$ cat src/rtl/tdc_pkg.sv
package tdc_pkg;

  typedef enum logic [1:0] {
    OP_IDLE = 2'd0,
    OP_FILL = 2'd1,
    OP_LOOK = 2'd2
  } op_e;

  // Only two exact control patterns do anything; all others are idle.
  function automatic op_e classify_op(input logic wr_mode,
                                      input logic addr_src,
                                      input logic fill_src,
                                      input logic load_en);
    case ({wr_mode, addr_src, fill_src, load_en})
      4'b1001: classify_op = OP_FILL;
      4'b0110: classify_op = OP_LOOK;
      default: classify_op = OP_IDLE;
    endcase
  endfunction

endpackage

$ cat src/rtl/tdc_mode_dec.sv
module tdc_mode_dec
  import tdc_pkg::*;
(
  input  logic wr_mode_i,
  input  logic addr_src_i,
  input  logic fill_src_i,
  input  logic load_en_i,
  output logic fill_fire_o,
  output logic look_fire_o
);

  op_e op_w;

  assign op_w        = classify_op(wr_mode_i, addr_src_i, fill_src_i, load_en_i);
  assign fill_fire_o = (op_w == OP_FILL);
  assign look_fire_o = (op_w == OP_LOOK);

endmodule

$ cat src/rtl/tdc_store.sv
module tdc_store #(
  parameter int TAG_W  = 2,
  parameter int IDX_W  = 2,
  parameter int DATA_W = 2,
  localparam int SETS  = 1 << IDX_W,
  localparam int ENT_W = 1 + TAG_W + DATA_W
) (
  input  logic                  clk,
  input  logic                  rst,
  input  logic                  fill_fire_i,
  input  logic [IDX_W-1:0]      way_sel_i,
  input  logic                  fill_valid_i,
  input  logic [TAG_W-1:0]      fill_tag_i,
  input  logic [DATA_W-1:0]     fill_data_i,
  output logic [SETS*ENT_W-1:0] store_flat_o
);

  // Entry layout: {valid, tag, payload}
  function automatic logic [ENT_W-1:0] pack_entry(input logic            v,
                                                  input logic [TAG_W-1:0]  t,
                                                  input logic [DATA_W-1:0] d);
    pack_entry = {v, t, d};
  endfunction

  logic [ENT_W-1:0] new_ent_w;
  assign new_ent_w = pack_entry(fill_valid_i, fill_tag_i, fill_data_i);

  for (genvar s = 0; s < SETS; s++) begin : g_set
    logic             sel_w;
    logic [ENT_W-1:0] ent_q;

    assign sel_w = fill_fire_i && (way_sel_i == IDX_W'(s));

    always_ff @(posedge clk) begin
      if (rst) begin
        ent_q <= '0;
      end else if (sel_w) begin
        ent_q <= new_ent_w;
      end
    end

    assign store_flat_o[s*ENT_W +: ENT_W] = ent_q;
  end

endmodule

$ cat src/rtl/tdc_match.sv
module tdc_match #(
  parameter int TAG_W  = 2,
  parameter int IDX_W  = 2,
  parameter int DATA_W = 2,
  localparam int SETS   = 1 << IDX_W,
  localparam int ENT_W  = 1 + TAG_W + DATA_W,
  localparam int ADDR_W = TAG_W + IDX_W
) (
  input  logic [SETS*ENT_W-1:0] store_flat_i,
  input  logic [ADDR_W-1:0]     look_addr_i,
  input  logic                  look_fire_i,
  output logic                  hit_o,
  output logic [DATA_W-1:0]     rdata_o
);

  function automatic logic ent_valid(input logic [ENT_W-1:0] e);
    ent_valid = e[ENT_W-1];
  endfunction

  function automatic logic [TAG_W-1:0] ent_tag(input logic [ENT_W-1:0] e);
    ent_tag = e[ENT_W-2 -: TAG_W];
  endfunction

  function automatic logic [DATA_W-1:0] ent_data(input logic [ENT_W-1:0] e);
    ent_data = e[DATA_W-1:0];
  endfunction

  logic [IDX_W-1:0] idx_w;
  logic [TAG_W-1:0] tag_w;
  logic [ENT_W-1:0] sel_ent_w;
  logic             tag_eq_w;
  logic             ent_valid_w;
  logic             hit_w;

  assign idx_w = look_addr_i[IDX_W-1:0];
  assign tag_w = look_addr_i[ADDR_W-1:IDX_W];

  always_comb begin
    sel_ent_w = store_flat_i[idx_w*ENT_W +: ENT_W];
  end

  assign ent_valid_w = ent_valid(sel_ent_w);
  assign tag_eq_w    = (ent_tag(sel_ent_w) == tag_w);
  assign hit_w       = look_fire_i && ent_valid_w && tag_eq_w;

  assign hit_o   = hit_w;
  assign rdata_o = hit_w ? ent_data(sel_ent_w) : '0;

endmodule

$ cat src/rtl/tiny_dm_cache.sv
module tiny_dm_cache #(
  parameter int TAG_W  = 2,
  parameter int IDX_W  = 2,
  parameter int DATA_W = 2,
  localparam int SETS   = 1 << IDX_W,
  localparam int ENT_W  = 1 + TAG_W + DATA_W,
  localparam int ADDR_W = TAG_W + IDX_W
) (
  input  logic              clk,
  input  logic              rst,
  input  logic              wr_mode_i,
  input  logic              addr_src_i,
  input  logic              fill_src_i,
  input  logic              load_en_i,
  input  logic [IDX_W-1:0]  way_sel_i,
  input  logic              fill_valid_i,
  input  logic [TAG_W-1:0]  fill_tag_i,
  input  logic [DATA_W-1:0] fill_data_i,
  input  logic [ADDR_W-1:0] look_addr_i,
  output logic              hit_o,
  output logic [DATA_W-1:0] rdata_o
);

  logic                  fill_fire_w;
  logic                  look_fire_w;
  logic [SETS*ENT_W-1:0] store_flat_w;

  tdc_mode_dec u_dec (
    .wr_mode_i   (wr_mode_i),
    .addr_src_i  (addr_src_i),
    .fill_src_i  (fill_src_i),
    .load_en_i   (load_en_i),
    .fill_fire_o (fill_fire_w),
    .look_fire_o (look_fire_w)
  );

  tdc_store #(.TAG_W(TAG_W), .IDX_W(IDX_W), .DATA_W(DATA_W)) u_store (
    .clk          (clk),
    .rst          (rst),
    .fill_fire_i  (fill_fire_w),
    .way_sel_i    (way_sel_i),
    .fill_valid_i (fill_valid_i),
    .fill_tag_i   (fill_tag_i),
    .fill_data_i  (fill_data_i),
    .store_flat_o (store_flat_w)
  );

  tdc_match #(.TAG_W(TAG_W), .IDX_W(IDX_W), .DATA_W(DATA_W)) u_match (
    .store_flat_i (store_flat_w),
    .look_addr_i  (look_addr_i),
    .look_fire_i  (look_fire_w),
    .hit_o        (hit_o),
    .rdata_o      (rdata_o)
  );

endmodule

$ cat config.mk
export PLATFORM = sky130hd
export DESIGN_NAME = tiny_dm_cache
export DESIGN_NICKNAME = d
export VERILOG_FILES = /design/src/rtl/tdc_pkg.sv /design/src/rtl/tdc_mode_dec.sv /design/src/rtl/tdc_store.sv /design/src/rtl/tdc_match.sv /design/src/rtl/tiny_dm_cache.sv
export SDC_FILE = /design/constraint.sdc
export NUM_CORES = 1
export LEC_CHECK = 0
export CORE_MARGIN = 2
export CORE_UTILIZATION = 45
export DETAILED_ROUTE_END_ITERATION = 6
export DONT_BUFFER_PORTS = 1
export PLACE_DENSITY_LB_ADDON = 0.2
export SLEW_MARGIN = 40
export SYNTH_ARGS = -nofsm -noshare
export SYNTH_HDL_FRONTEND = slang
export SYNTH_SLANG_ARGS = --single-unit
$ cat constraint.sdc
create_clock -name clk -period 2.1 [get_ports clk]
set_clock_uncertainty 0.1 [all_clocks]
set_input_delay 0.42 -clock clk [delete_from_list [all_inputs] [get_ports clk]]
set_output_delay 0.42 -clock clk [all_outputs]
set_load 0.02 [all_outputs]
# Yosys cells after proc, flatten, opt, wreduce, memory -nomap -nowiden
# Cells that the tools add are included.
# word_totals
out_inout_bits	3
regBits	20
elab_cells	23
# op_classes
n_eq_ne	8
shifts	1
mul	1
mux	2
reduce_logical	7
# ops
cell	count
variable part select 20 x 6 -> 5 bit	1
== test 2 bit, second input constant	3
logical AND 1 bit	6
multiplier 2 x 3 -> 5 bit, second input constant	1
== test 2 x 1 -> 1 bit, second input constant	2
== test 4 x 3 -> 1 bit, second input constant	1
== test 4 bit, second input constant	1
case mux 2 bit (2 select lines)	1
== test 2 bit	1
zero test 2 bit	1
two-way mux 2 bit	1

# Depth between registers and ports, before layout
# logic_depth
ltp_word	6
ltp_mapped	5
depth_no_buf	4

# Modules after synthesis
# Synthesis repeated with hierarchy kept, for this count alone.
# unflattened
hier_cells	100
area_unflattened_um2	1076.0
# by_module_without_submodules
mod	cells_per_inst	area_each_um2	n_inst
tdc_store	73	804.5	1
tdc_match	25	246.5	1
tdc_mode_dec	2	25.0	1

# Least setup slack after synthesis
# Ideal clock, no wire load.
# synth_timing
kind	input port to output port
start	in look_addr_i[1]
end	out rdata_o[0]
slack_ns	-0.033
cell_stages	5
required_ns	1.580
t_arrival_ns	1.613
cell_sequence	buf_4 > mux2i_1 > mux2_2 > o22a_1 > nor2_1
# synth_between
elab_chain_len	5
# synth_rtl
element	line_no	rtl
start, declared	tiny_dm_cache.sv:19	input logic [ADDR_W-1:0] look_addr_i,
multiplier 2 x 3 -> 5 bit (*)	tdc_match.sv:39	sel_ent_w = store_flat_i[idx_w*ENT_W +: ENT_W];
variable part select 20 x 6 -> 5 bit (*)	tdc_match.sv:39	
== test 2 bit / logical AND 1 bit (equally long branches)	tdc_match.sv:43, tdc_match.sv:44	
logical AND 1 bit	tdc_match.sv:44	assign hit_w = look_fire_i && ent_valid_w && tag_eq_w;
two-way mux 2 bit (*)	tdc_match.sv:47	assign rdata_o = hit_w ? ent_data(sel_ent_w) : '0;
end, declared	tiny_dm_cache.sv:21	output logic [DATA_W-1:0] rdata_o
# Mark *: on every way between the ends. The rest lies on a longest branch, timed or not.

# Worst setup path after layout
# layout_timing
start	reg u_store.g_set[3].ent_q[3]
end	out rdata_o[0]
# layout_between
elab_chain_len	4
# layout_rtl
element	line_no	rtl
start, declared	tdc_store.sv:30	logic [ENT_W-1:0] ent_q;
start signal, assigned	tdc_store.sv:38	ent_q <= new_ent_w;
variable part select 20 x 6 -> 5 bit (*)	tdc_match.sv:39	
== test 2 bit / logical AND 1 bit (equally long branches)	tdc_match.sv:43, tdc_match.sv:44	
logical AND 1 bit	tdc_match.sv:44	
two-way mux 2 bit (*)	tdc_match.sv:47	
# Marks and branches as above.

==> run summary <==
Post-Syn Area: 987 um2
Slew Limit Fails: 0
First-pass DRT Iterations: 4
ys flop type: dfxtp_1
Ys Warns: 0
Worst Path Arrival: 1680 ps
clk slew on worst S/H paths: 120 ps
area of the multi-input gates: 576 um2
port buffer count: 0
TritonCTS clock tree: built
synth-to-layout area growth: 8.37%
fin worst setup slack: -97.8 ps
Setup-failing EPs final: 3
hold slack: 62.0 ps
final net count: 114
synth unique cells: 20
status: finished with violations
Tmin final: 2200 ps
R2R Setup Slk: 1370 ps
vias in the first global route: 668
Root Driver: clkbuf_4
GPL Wtd Cong: 0.719
cell accounting for the most synthesized area: dfxtp_1
routed wire length: 1.90 mm
row count: 16
H-tree Lvls: 1
first-pass GRT wire length: 3.06 mm
Final Cycle Share: 1.05
max reg flops: 20
Worst path max stage delay: 490 ps
share of cells above drive strength 1: 0.177
Hold Fails Final Rpt: 0
Post-synth EDFFs: 0
CP cell instances: mux4_2 > xnor2_2 > nand3_2 > buf_4 > nor2_4
Initial Util: 0.488
Setup TNS: -258 ps
worst rel slew slack: 0.703
Wirelength per Cell: 15.4 um
die area: 0.00258 mm2
CP max stage cell: mux4_2
buffers plus inverters on the worst setup path: 1
FF+latch count, synth: 20
min-delay worst type: input pin to flop
drt drc: 0
Syn Nets: 110
Largest regs: u_store.g_set.ent_q (20)
CTS buffer count: 3
final core occ: 0.529
Clock Latency Late Sink: 300 ps
Final Non-Filler Cells: 123
Crit. End Element: primary output
placed instance count: 118
P_leak: 0.497 nW
DIE HEIGHT: 50.8 um
peak supply drop: 0.000429 V
register bank with the most flops: u_store.g_set.ent_q
Crit Path Category: flop to primary output
MaxCap Viol Count: 0
Max FO, Critical Path: 3
fillcell total: 194
hpwl dp: 1.36 mm
Worst setup SP type: flop
pwr/cell area: 597 mW/mm2
syn_area_per_cell: 10.6 um2
Max Clk Rate: 455 MHz
Top-Level Pins: 20
Post-Synthesis Cells: 93
routed vias/inst: 5.55
clk sink count: 20
asr flop ratio synth: 0
pin count of the biggest net entering global routing: 21
Worst Max-Slew Pin Slew: 446 ps
failing checks: setup timing
Seq. cell area: 402 um2
top-area cell type share of the netlist area: 0.406
Seq/Total Area, Yosys: 0.406
1st-iter DRT viols: 11
core region area: 0.00202 mm2
Ant. Diodes: 0
RSZ-0062 raised after global routing: yes
ranking of synthesized cells by area: dfxtp_1, mux2i_1, nor2_1
GRT Util Overall: 0.169
Routed Antenna Nets: 0
CP top delay family: multiplexers
clock buffer depth: 2
CP Data Required Time: 1580 ps
via count: 683
grt total ovfl: 0
initial antenna violation count: 0
die width: 50.8 um
-- what timing repair did --
item / CTS / global route
endpoints found under the hold margin: 0 / 0
hold buffers: 0 / 0
gates cloned: 0 / 0
pin swaps: 1 / 0
setup endpoints to repair: 3 / 3
gates resized for setup: 3 / 1
setup buffers: 1 / 0
-- final timing paths --
check                                  from                        end  cells after the start
hold reg to reg   u_store.g_set[1].ent_q[3]  u_store.g_set[1].ent_q[3]                      2
setup / recovery  u_store.g_set[3].ent_q[3]                 rdata_o[0]                      5
setup reg to reg  u_store.g_set[1].ent_q[2]  u_store.g_set[1].ent_q[2]                      2
hold / removal                          rst  u_store.g_set[2].ent_q[2]                      1
-- layout by cell type (no fill, tap or decap) --
cell type / n
and4bb_2: 1
xor2_1: 1
dfxtp_1: 19
nand3_2: 1
or2b_1: 1
clkbuf_8: 1
o22a_1: 2
nor2_1: 23
clkbuf_4: 3
nor2_4: 1
buf_4: 3
nand3_1: 1
xnor2_2: 1
dfxtp_2: 1
nor3b_4: 1
mux2_4: 1
nand3b_1: 2
nor2b_1: 1
nand2_1: 1
mux2i_1: 27
mux4_2: 2
and4bb_1: 1
mux2i_2: 1
-- kinds of logic after synthesis --
family | synth area share
AO/OA/AOI/OAI | 0.0177
AND/OR/NAND/NOR | 0.184
buffers and inverters | 0.0266
flip-flops | 0.406
XOR/XNOR | 0.0254
multiplexers | 0.341
-- layout make-up --
class,count,area share
timing repair buffer,3,0.0211
clock buffer,4,0.0339
tap,27,0.0316
sequential,20,0.375
multi-input combinational,69,0.538
-- routing by layer --
metal	wire length, um	part of all wire	GRT usage
met5	0	0	0
met4	38	0.020	0.108
met2	891	0.47	0.283
met1	869	0.46	0.198
met3	98	0.052	0.0292
-- synth_stat cells (2+ instances only) --
cell      number
dfxtp_1       20
clkbuf_1       2
mux2i_1       28
nor2_1        24
o22a_1         2
nand3b_1       2
mux4_2         2
-- where the power goes --
group	internal (mW)	switching [mW]	total, mW	leakage, nW
combinational	0.0186	0.00833	0.0269	0.314
sequential	0.382	0.00132	0.383	0.162
clock	0.106	0.123	0.228	0.0210
total	0.506	0.132	0.639	0.497
-- metrics by stage --
step | setup WS (ps) | instance area, um2 | power (mW)
floorplan | -13.8 | 990 | 0.427
global placement | 91.5 | 1010 | 0.418
detailed placement | 87.0 | 1010 | 0.418
CTS | -114 | 1070 | 0.645
global route | -190 | 1070 | 0.662
finish | -97.8 | 1070 | 0.639
Power figures use the tool's default switching activity.
